[src/rtl/lwb2_pkg.sv]
`timescale 1ns/1ps
package lwb2_pkg;
  localparam int unsigned LANE_W = 8;

  typedef enum logic {
    OP_WRITE = 1'b0,
    OP_READ  = 1'b1
  } op_e;

  typedef struct packed {
    logic vld;
    op_e  op;
  } cmd_kind_t;
endpackage

[src/rtl/lwb2_cmd_stage.sv]
`timescale 1ns/1ps
// Command capture: one register stage for the command, one more for the
// read lookup that happens at the following falling edge.
module lwb2_cmd_stage
  import lwb2_pkg::*;
#(
  parameter int unsigned ADDR_W = 4
) (
  input  logic              clk,
  input  logic              rst_n,
  input  logic              cmd_valid,
  input  logic              cmd_rd,
  input  logic [ADDR_W-1:0] cmd_addr,
  output logic              wr_go,
  output logic [ADDR_W-1:0] wr_addr,
  output logic              rd_pend,
  output logic [ADDR_W-1:0] rd_addr
);
  cmd_kind_t         kind_q, kind_d;
  logic [ADDR_W-1:0] addr_q, addr_d;
  logic              rd_pend_q, rd_pend_d;
  logic [ADDR_W-1:0] rd_addr_q, rd_addr_d;
  logic              rd_go;

  always_comb begin
    kind_d = '0;
    addr_d = addr_q;
    if (cmd_valid) begin
      kind_d.vld = 1'b1;
      kind_d.op  = cmd_rd ? OP_READ : OP_WRITE;
      addr_d     = cmd_addr;
    end
  end

  assign rd_go = kind_q.vld && (kind_q.op == OP_READ);
  assign wr_go = kind_q.vld && (kind_q.op == OP_WRITE);
  assign wr_addr = addr_q;

  always_comb begin
    rd_pend_d = rd_go;
    rd_addr_d = rd_go ? addr_q : rd_addr_q;
  end

  always_ff @(posedge clk or negedge rst_n) begin
    if (!rst_n) begin
      kind_q    <= '0;
      addr_q    <= '0;
      rd_pend_q <= 1'b0;
      rd_addr_q <= '0;
    end else begin
      kind_q    <= kind_d;
      addr_q    <= addr_d;
      rd_pend_q <= rd_pend_d;
      rd_addr_q <= rd_addr_d;
    end
  end

  assign rd_pend = rd_pend_q;
  assign rd_addr = rd_addr_q;
endmodule

[src/rtl/lwb2_array.sv]
`timescale 1ns/1ps
// Storage: one memory per byte lane, two words per command address.
module lwb2_array #(
  parameter int unsigned ADDR_W = 4,
  parameter int unsigned NLANE  = 2,
  parameter int unsigned LANE_W = 8
) (
  input  logic                     clk,
  input  logic                     we,
  input  logic [ADDR_W-1:0]        waddr,
  input  logic [NLANE*LANE_W-1:0]  wd0,
  input  logic [NLANE*LANE_W-1:0]  wd1,
  input  logic [NLANE-1:0]         wbe0,
  input  logic [NLANE-1:0]         wbe1,
  input  logic [ADDR_W-1:0]        raddr,
  output logic [NLANE*LANE_W-1:0]  rq0,
  output logic [NLANE*LANE_W-1:0]  rq1
);
  localparam int unsigned WORDS = 2 ** (ADDR_W + 1);

  for (genvar l = 0; l < NLANE; l++) begin : g_lane
    logic [LANE_W-1:0] mem [WORDS];

    always_ff @(posedge clk) begin
      if (we && wbe0[l]) mem[{waddr, 1'b0}] <= wd0[l*LANE_W +: LANE_W];
      if (we && wbe1[l]) mem[{waddr, 1'b1}] <= wd1[l*LANE_W +: LANE_W];
    end

    assign rq0[l*LANE_W +: LANE_W] = mem[{raddr, 1'b0}];
    assign rq1[l*LANE_W +: LANE_W] = mem[{raddr, 1'b1}];
  end
endmodule

[src/rtl/lwb2_wbuf.sv]
`timescale 1ns/1ps
// One-entry late-write buffer with per-lane read forwarding.
module lwb2_wbuf #(
  parameter int unsigned ADDR_W = 4,
  parameter int unsigned NLANE  = 2,
  parameter int unsigned LANE_W = 8
) (
  input  logic                     clk,
  input  logic                     rst_n,
  input  logic                     wr_go,
  input  logic [ADDR_W-1:0]        wr_addr,
  input  logic [NLANE*LANE_W-1:0]  wr_data,
  input  logic [NLANE-1:0]         wr_be,
  output logic                     flush_we,
  output logic [ADDR_W-1:0]        flush_addr,
  output logic [NLANE*LANE_W-1:0]  flush_d0,
  output logic [NLANE*LANE_W-1:0]  flush_d1,
  output logic [NLANE-1:0]         flush_be0,
  output logic [NLANE-1:0]         flush_be1,
  input  logic [ADDR_W-1:0]        look_addr,
  input  logic [NLANE*LANE_W-1:0]  arr_q0,
  input  logic [NLANE*LANE_W-1:0]  arr_q1,
  output logic [NLANE*LANE_W-1:0]  look_q0,
  output logic [NLANE*LANE_W-1:0]  look_q1
);
  localparam int unsigned DATA_W = NLANE * LANE_W;

  logic              vld_q, vld_d;
  logic [ADDR_W-1:0] addr_q, addr_d;
  logic [DATA_W-1:0] d0_q, d0_d;
  logic [NLANE-1:0]  be0_q, be0_d;
  logic              b1_pend_q, b1_pend_d;
  logic [DATA_W-1:0] d1_q, d1_d;
  logic [NLANE-1:0]  be1_q, be1_d;
  logic              hit;

  // rising edge: first beat, address, commit of the previous entry
  always_comb begin
    vld_d     = vld_q | wr_go;
    addr_d    = wr_go ? wr_addr : addr_q;
    d0_d      = wr_go ? wr_data : d0_q;
    be0_d     = wr_go ? wr_be   : be0_q;
    b1_pend_d = wr_go;
  end

  always_ff @(posedge clk or negedge rst_n) begin
    if (!rst_n) begin
      vld_q     <= 1'b0;
      addr_q    <= '0;
      d0_q      <= '0;
      be0_q     <= '0;
      b1_pend_q <= 1'b0;
    end else begin
      vld_q     <= vld_d;
      addr_q    <= addr_d;
      d0_q      <= d0_d;
      be0_q     <= be0_d;
      b1_pend_q <= b1_pend_d;
    end
  end

  // falling edge: second beat
  always_comb begin
    d1_d  = b1_pend_q ? wr_data : d1_q;
    be1_d = b1_pend_q ? wr_be   : be1_q;
  end

  always_ff @(negedge clk or negedge rst_n) begin
    if (!rst_n) begin
      d1_q  <= '0;
      be1_q <= '0;
    end else begin
      d1_q  <= d1_d;
      be1_q <= be1_d;
    end
  end

  assign flush_we   = wr_go & vld_q;
  assign flush_addr = addr_q;
  assign flush_d0   = d0_q;
  assign flush_d1   = d1_q;
  assign flush_be0  = be0_q;
  assign flush_be1  = be1_q;

  assign hit = vld_q && (addr_q == look_addr);

  for (genvar l = 0; l < NLANE; l++) begin : g_fwd
    assign look_q0[l*LANE_W +: LANE_W] = (hit && be0_q[l]) ? d0_q[l*LANE_W +: LANE_W]
                                                           : arr_q0[l*LANE_W +: LANE_W];
    assign look_q1[l*LANE_W +: LANE_W] = (hit && be1_q[l]) ? d1_q[l*LANE_W +: LANE_W]
                                                           : arr_q1[l*LANE_W +: LANE_W];
  end

  // the entry only moves when new first-beat data arrives
  a_r6_buf_hold: assert property (@(posedge clk) disable iff (!rst_n)
    !wr_go |=> ($stable(addr_q) && $stable(d0_q) && $stable(be0_q)));

  // second-beat enables are those present at the falling edge
  a_r2_beat1_taken: assert property (@(negedge clk) disable iff (!rst_n)
    b1_pend_q |=> (be1_q == $past(wr_be)));
endmodule

[src/rtl/lwb2_rdout.sv]
`timescale 1ns/1ps
// Read output: beat 0 registered on the falling edge, beat 1 on the
// following rising edge, selected by clock level.
module lwb2_rdout #(
  parameter int unsigned DATA_W = 16
) (
  input  logic              clk,
  input  logic              rst_n,
  input  logic              rd_pend,
  input  logic [DATA_W-1:0] m0,
  input  logic [DATA_W-1:0] m1,
  output logic              beat0_vld,
  output logic              rd_valid,
  output logic [DATA_W-1:0] rd_data
);
  logic              n_vld_q, n_vld_d;
  logic [DATA_W-1:0] n_dat_q, n_dat_d;
  logic [DATA_W-1:0] hold1_q, hold1_d;
  logic              p_vld_q, p_vld_d;
  logic [DATA_W-1:0] p_dat_q, p_dat_d;

  always_comb begin
    n_vld_d = rd_pend;
    n_dat_d = rd_pend ? m0 : '0;
    hold1_d = rd_pend ? m1 : '0;
  end

  always_ff @(negedge clk or negedge rst_n) begin
    if (!rst_n) begin
      n_vld_q <= 1'b0;
      n_dat_q <= '0;
      hold1_q <= '0;
    end else begin
      n_vld_q <= n_vld_d;
      n_dat_q <= n_dat_d;
      hold1_q <= hold1_d;
    end
  end

  always_comb begin
    p_vld_d = n_vld_q;
    p_dat_d = n_vld_q ? hold1_q : '0;
  end

  always_ff @(posedge clk or negedge rst_n) begin
    if (!rst_n) begin
      p_vld_q <= 1'b0;
      p_dat_q <= '0;
    end else begin
      p_vld_q <= p_vld_d;
      p_dat_q <= p_dat_d;
    end
  end

  assign beat0_vld = n_vld_q;
  assign rd_valid  = clk ? p_vld_q : n_vld_q;
  assign rd_data   = clk ? p_dat_q : n_dat_q;

  // idle low-half slot carries zero data
  a_r10_quiet_low: assert property (@(posedge clk) disable iff (!rst_n)
    !n_vld_q |-> (n_dat_q == '0));
endmodule

[src/rtl/lwb2_sram.sv]
`timescale 1ns/1ps
module lwb2_sram #(
  parameter int unsigned ADDR_W = 4,
  parameter int unsigned DATA_W = 16
) (
  input  logic                              clk,
  input  logic                              rst_n,
  input  logic                              cmd_valid,
  input  logic                              cmd_rd,
  input  logic [ADDR_W-1:0]                 cmd_addr,
  input  logic [DATA_W-1:0]                 wr_data,
  input  logic [DATA_W/lwb2_pkg::LANE_W-1:0] wr_be,
  output logic [DATA_W-1:0]                 rd_data,
  output logic                              rd_valid
);
  localparam int unsigned LANE_W = lwb2_pkg::LANE_W;
  localparam int unsigned NLANE  = DATA_W / LANE_W;

  logic              wr_go;
  logic [ADDR_W-1:0] wr_addr;
  logic              rd_pend;
  logic [ADDR_W-1:0] rd_addr;
  logic              flush_we;
  logic [ADDR_W-1:0] flush_addr;
  logic [DATA_W-1:0] flush_d0, flush_d1;
  logic [NLANE-1:0]  flush_be0, flush_be1;
  logic [DATA_W-1:0] arr_q0, arr_q1;
  logic [DATA_W-1:0] look_q0, look_q1;
  logic              beat0_vld;

  lwb2_cmd_stage #(.ADDR_W(ADDR_W)) u_cmd (
    .clk      (clk),
    .rst_n    (rst_n),
    .cmd_valid(cmd_valid),
    .cmd_rd   (cmd_rd),
    .cmd_addr (cmd_addr),
    .wr_go    (wr_go),
    .wr_addr  (wr_addr),
    .rd_pend  (rd_pend),
    .rd_addr  (rd_addr)
  );

  lwb2_wbuf #(.ADDR_W(ADDR_W), .NLANE(NLANE), .LANE_W(LANE_W)) u_wbuf (
    .clk       (clk),
    .rst_n     (rst_n),
    .wr_go     (wr_go),
    .wr_addr   (wr_addr),
    .wr_data   (wr_data),
    .wr_be     (wr_be),
    .flush_we  (flush_we),
    .flush_addr(flush_addr),
    .flush_d0  (flush_d0),
    .flush_d1  (flush_d1),
    .flush_be0 (flush_be0),
    .flush_be1 (flush_be1),
    .look_addr (rd_addr),
    .arr_q0    (arr_q0),
    .arr_q1    (arr_q1),
    .look_q0   (look_q0),
    .look_q1   (look_q1)
  );

  lwb2_array #(.ADDR_W(ADDR_W), .NLANE(NLANE), .LANE_W(LANE_W)) u_array (
    .clk  (clk),
    .we   (flush_we),
    .waddr(flush_addr),
    .wd0  (flush_d0),
    .wd1  (flush_d1),
    .wbe0 (flush_be0),
    .wbe1 (flush_be1),
    .raddr(rd_addr),
    .rq0  (arr_q0),
    .rq1  (arr_q1)
  );

  lwb2_rdout #(.DATA_W(DATA_W)) u_out (
    .clk      (clk),
    .rst_n    (rst_n),
    .rd_pend  (rd_pend),
    .m0       (look_q0),
    .m1       (look_q1),
    .beat0_vld(beat0_vld),
    .rd_valid (rd_valid),
    .rd_data  (rd_data)
  );

  // a read taken at edge E fills the low-half slot after E+1
  a_r5_beat0_latency: assert property (@(posedge clk) disable iff (!rst_n)
    (cmd_valid && cmd_rd) |-> ##2 beat0_vld);

  // no read command, no beat in that slot
  a_r1_no_spurious: assert property (@(posedge clk) disable iff (!rst_n)
    !(cmd_valid && cmd_rd) |-> ##2 !beat0_vld);
endmodule

[config.mk]
export PLATFORM = sky130hd
export DESIGN_NAME = lwb2_sram
export DESIGN_NICKNAME = d
export VERILOG_FILES = /design/src/rtl/lwb2_pkg.sv /design/src/rtl/lwb2_cmd_stage.sv /design/src/rtl/lwb2_array.sv /design/src/rtl/lwb2_wbuf.sv /design/src/rtl/lwb2_rdout.sv /design/src/rtl/lwb2_sram.sv
export SDC_FILE = /design/constraint.sdc
export NUM_CORES = 1
export LEC_CHECK = 0
export BUFFER_PORTS_ARGS = -buffer_cell sky130_fd_sc_hd__buf_2
export CORE_MARGIN = 1
export CORE_UTILIZATION = 45
export CTS_CLUSTER_SIZE = 25
export DETAILED_ROUTE_END_ITERATION = 8
export GPL_ROUTABILITY_DRIVEN = 1
export GPL_TIMING_DRIVEN = 1
export SETUP_SLACK_MARGIN = 0.1
export SYNTH_ARGS = -nofsm -noshare
export SYNTH_HDL_FRONTEND = slang
export SYNTH_SLANG_ARGS = --single-unit
[constraint.sdc]
create_clock -name clk -period 2.4 [get_ports clk]
set_input_delay 0.36 -clock clk [delete_from_list [all_inputs] [get_ports clk]]
set_output_delay 0.36 -clock clk [all_outputs]
set_load 0.02 [all_outputs]
; ---- After elaboration in Yosys (flattened, before gate mapping)
; Memory sizes are Yosys's and may differ from the RTL's.
; Index checks and enable logic that the tools add are counted.
[totals]
regBits = 103
mem_bits_rw = 512
inputBits = 26
output_inout_bits = 17
memories = 2
[op_classes]
n_eq_ne = 1
n_mux = 19
bitwise = 3
reduce_logical = 11
[mem_list]
columns = memory, words, word_bits, rd, rd_ports_with_merged_regs, wr, line
row1 = u_array.g_lane[0].mem, 32, 8, 2, 0, 2, lwb2_array.sv:22  ; logic [LANE_W-1:0] mem [WORDS];
row2 = u_array.g_lane[1].mem, 32, 8, 2, 0, 2, lwb2_array.sv:22
[ops]
columns = operator, count
row1 = 2-to-1 mux 16 bit, 4
row2 = 2-to-1 mux 8 bit, 4
row3 = logical AND 1 bit, 11
row4 = 2-to-1 mux 1 bit, 10
row5 = equality test 4 bit, 1
row6 = 2-to-1 mux 2 bit, 1
row7 = bitwise AND 1 bit, 1
row8 = inverter 1 bit, 1
row9 = OR 1 bit, 1

; ---- Longest topological paths before layout
[logic_depth]
word_depth = 6
depth_mapped = 7
depth_no_buf = 4

; ---- Modules after synthesis
; Synthesis repeated with hierarchy kept, for this count alone.
[unflattened]
hier_cells = 1156
hier_area_um2 = 23689.0
[modules_own_cells]
columns = mod, n_inst, cells_each, area_each_um2
row1 = lwb2_array, 1, 877, 19458.7
row2 = lwb2_wbuf, 1, 135, 1998.2
row3 = lwb2_rdout, 1, 121, 1826.8
row4 = lwb2_cmd_stage, 1, 23, 405.4

==> qor.csv <==
metric,value,unit
p_leak,10.5,nW
synth_top_area_frac,0.656,
crit_type,flip-flop to flip-flop,
start_kind,flip-flop,
synth_nets,1205,
synth_seq_area_share,0.766,
grt_max_degree,58,
yosys.cell_types.count,29,
place_ws,-0.960,ns
vdd_drop_max,0.677,mV
final_nets,1484,
rrSetupSlack,-0.88,ns
setup_viol,305,
clkLatencyLatePin,0.74,ns
synth_seq_cells,615,
io_buffers,42,
cp_data_arrival_time,2.64,ns
worstSetupEndpointType,flip-flop,
drcViolationCount,0,
r2r_cells,7,
io_pins,43,
rows,83,
cts_tree,yes,
grt_setup_unrepaired,yes,
drtPass1Iterations,5,
violations,setup timing,
vias_per_cell,5.64,
grt.total_usage,0.217,
synth.most_common_cell,edfxtp_1,
areaGrowthSynthToFinish,27.1,%
fillCellCount,3779,
synth_area_leaders,"edfxtp_1 (66%), mux4_2 (12%), dfrtp_1 (5.5%)",
dieWidth,230,um
finalHoldViolCount,0,
worstPathRequired,1.76,ns
synth_commonest_cells,"edfxtp_1 (512), mux4_2 (128), nor2_1 (91)",
postLayoutSetupSlackWorst,-0.879,ns
global_route.overflow_total,0,
r2r_end,u_out.n_dat_q[3],
slew_headroom,0.567,
antenna_found_initial,0,
final_area,29800,um^2
async_flop_share,0.167,
die_area,53000,um^2
skew,0.0260,ns
hpwlAfterDp,34800,um
diodes,0,
synth_edf_count,512,
syn_area,23400,um^2
cp_max_fo,8,
drt_iter0_markers,1156,
dpl_cell_area,26500,um^2
drive_gt1_frac,0.385,
synth.largest_area_cell,edfxtp_1,
maxCapViolCount,0,
vias,12400,
clk_pin_slew_worst_paths,0.06,ns
hp-class,primary input to async pin,
start_util,0.456,
die_h,230,um
r2r_start,u_cmd.rd_addr[0],
slew_violations,0,
power_density,925,nW/um^2
core_area,51400,um^2
routabilityCongestion,0.794,
synth_cells,1179,
finalPower,0.0276,W
holdWs,0.0970,ns
synth.avg_cell_area,19.9,um^2
ys_warn_count,0,
dominantRegCellSynth,edfxtp_1,
tightest_slew,0.647,ns
drt-total-wl,56100,um
grt_pass1_wl,82900,um
grt_pass1_vias,12700,
status,"complete, but fails checks",
antenna_left,0,
wl_per_cell,25.6,um
placedCellCount,2004,
final_cells,2190,
[cell type report]
type	count	area [um^2]	share of cell area
clock buffer	111	2040	0.0685
timing repair buffer	257	3080	0.103
tap	680	851	0.0285
clock inverter	28	255	0.00856
multi-input combinational	473	5520	0.185
inverter	26	97.6	0.00327
sequential	615	18000	0.603
[placed cells by master (no fill, tap or decap), types with 5 or more instances in the layout]
cell | synthesis | routed
a22o_1 | 56 | 56
a22oi_1 | 16 | 5
a22oi_2 | 0 | 11
and2_1 | 18 | 18
buf_12 | 0 | 66
buf_16 | 0 | 9
buf_2 | 13 | 24
buf_4 | 2 | 115
buf_6 | 10 | 28
clkbuf_1 | 33 | 22
clkbuf_16 | 0 | 74
clkinv_1 | 0 | 8
clkinv_2 | 0 | 12
dfrtn_1 | 51 | 51
dfrtp_1 | 52 | 49
dlygate4sd3_1 | 0 | 25
edfxtp_1 | 512 | 512
inv_1 | 26 | 26
mux2_2 | 41 | 18
mux2_4 | 0 | 23
mux4_2 | 128 | 128
nand2_1 | 42 | 41
nand3_1 | 10 | 8
nor2_1 | 91 | 46
nor2_2 | 0 | 13
nor2_4 | 0 | 32
o21ai_0 | 24 | 23
o22ai_1 | 24 | 24
[kinds of logic after synthesis]
kind of cell,share of synthesized area
flip-flops,0.766
AND/OR/NAND/NOR,0.0325
multiplexers,0.143
AO/OA/AOI/OAI,0.0390
buffers and inverters,0.0188
XOR/XNOR,0.00149
[worst max-delay path, stage by stage (launching register included)]
cell     delay, ns
dfrtp_4       0.45
buf_12        0.21
buf_16        0.15
buf_4         0.11
mux4_2        0.50
a22o_1        0.25
nor2_2        0.13
o22ai_1       0.10
[routing by layer]
metal / track usage / routed length [um] / up-vias / share of wire
li1: - / - / 5305 / -
met1: 0.308 / 24500 / 6535 / 0.44
met2: 0.334 / 26600 / 423 / 0.47
met3: 0.0494 / 3780 / 91 / 0.067
met4: 0.0683 / 1200 / 0 / 0.021
met5: 0 / 0 / - / 0
[worst max-delay path by stage]
stage | from | endpoint | slack, ns | cells past startpoint
3_3_place_gp | u_cmd.rd_addr[0] | u_out.hold1_q[3] | -0.95 | 6
2_1_floorplan | u_cmd.rd_addr[0] | u_out.hold1_q[10] | -0.58 | 7
6_report | u_cmd.rd_addr[0] | u_out.n_dat_q[3] | -0.88 | 7
4_1_cts | u_cmd.rd_addr[0] | u_out.hold1_q[3] | -0.91 | 7
5_1_grt | u_cmd.rd_addr[0] | u_out.n_dat_q[1] | -0.94 | 7
3_5_place_dp | u_cmd.rd_addr[0] | u_out.hold1_q[3] | -0.96 | 6
[repair_timing]
item	in CTS	in global routing
hold endpoints to repair	76	0
cloned	6	5
pin swaps	20	35
hold buffers	25	0
resized for setup	104	12
endpoints found under the setup margin	331	374
buffers inserted	20	12
[registers in the layout, indices dropped and copies added (netlist names)]
register            count
u_array.g_lane.mem    512
u_cmd.kind_q            2
u_cmd.rd_addr           4
u_cmd.rd_pend           1
u_cmd.wr_addr           4
u_out.beat0_vld         1
u_out.hold1_q          16
u_out.n_dat_q          16
u_out.p_dat_q          16
u_out.p_vld_q           1
u_wbuf.b1_pend_q        1
u_wbuf.flush_addr       4
u_wbuf.flush_be0        2
u_wbuf.flush_be1        2
u_wbuf.flush_d0        16
u_wbuf.flush_d1        16
u_wbuf.vld_q            1
[stage by stage]
stage / setup TNS (ns) / util
floorplan: -50.43 / -
global placement: -47.02 / 0.515
detailed placement: -47.37 / 0.515
CTS: -53.89 / 0.575
global route: -65.89 / 0.580
finish: -53.65 / 0.580
[report_power, final]
part,switching [W],total [W],internal (W)
registers,0.000191,0.0123,0.0121
clock network,0.00436,0.0104,0.00599
logic,0.00245,0.00492,0.00247
total,0.00700,0.0276,0.0206
No activity file was read; power rests on OpenSTA's default activity.
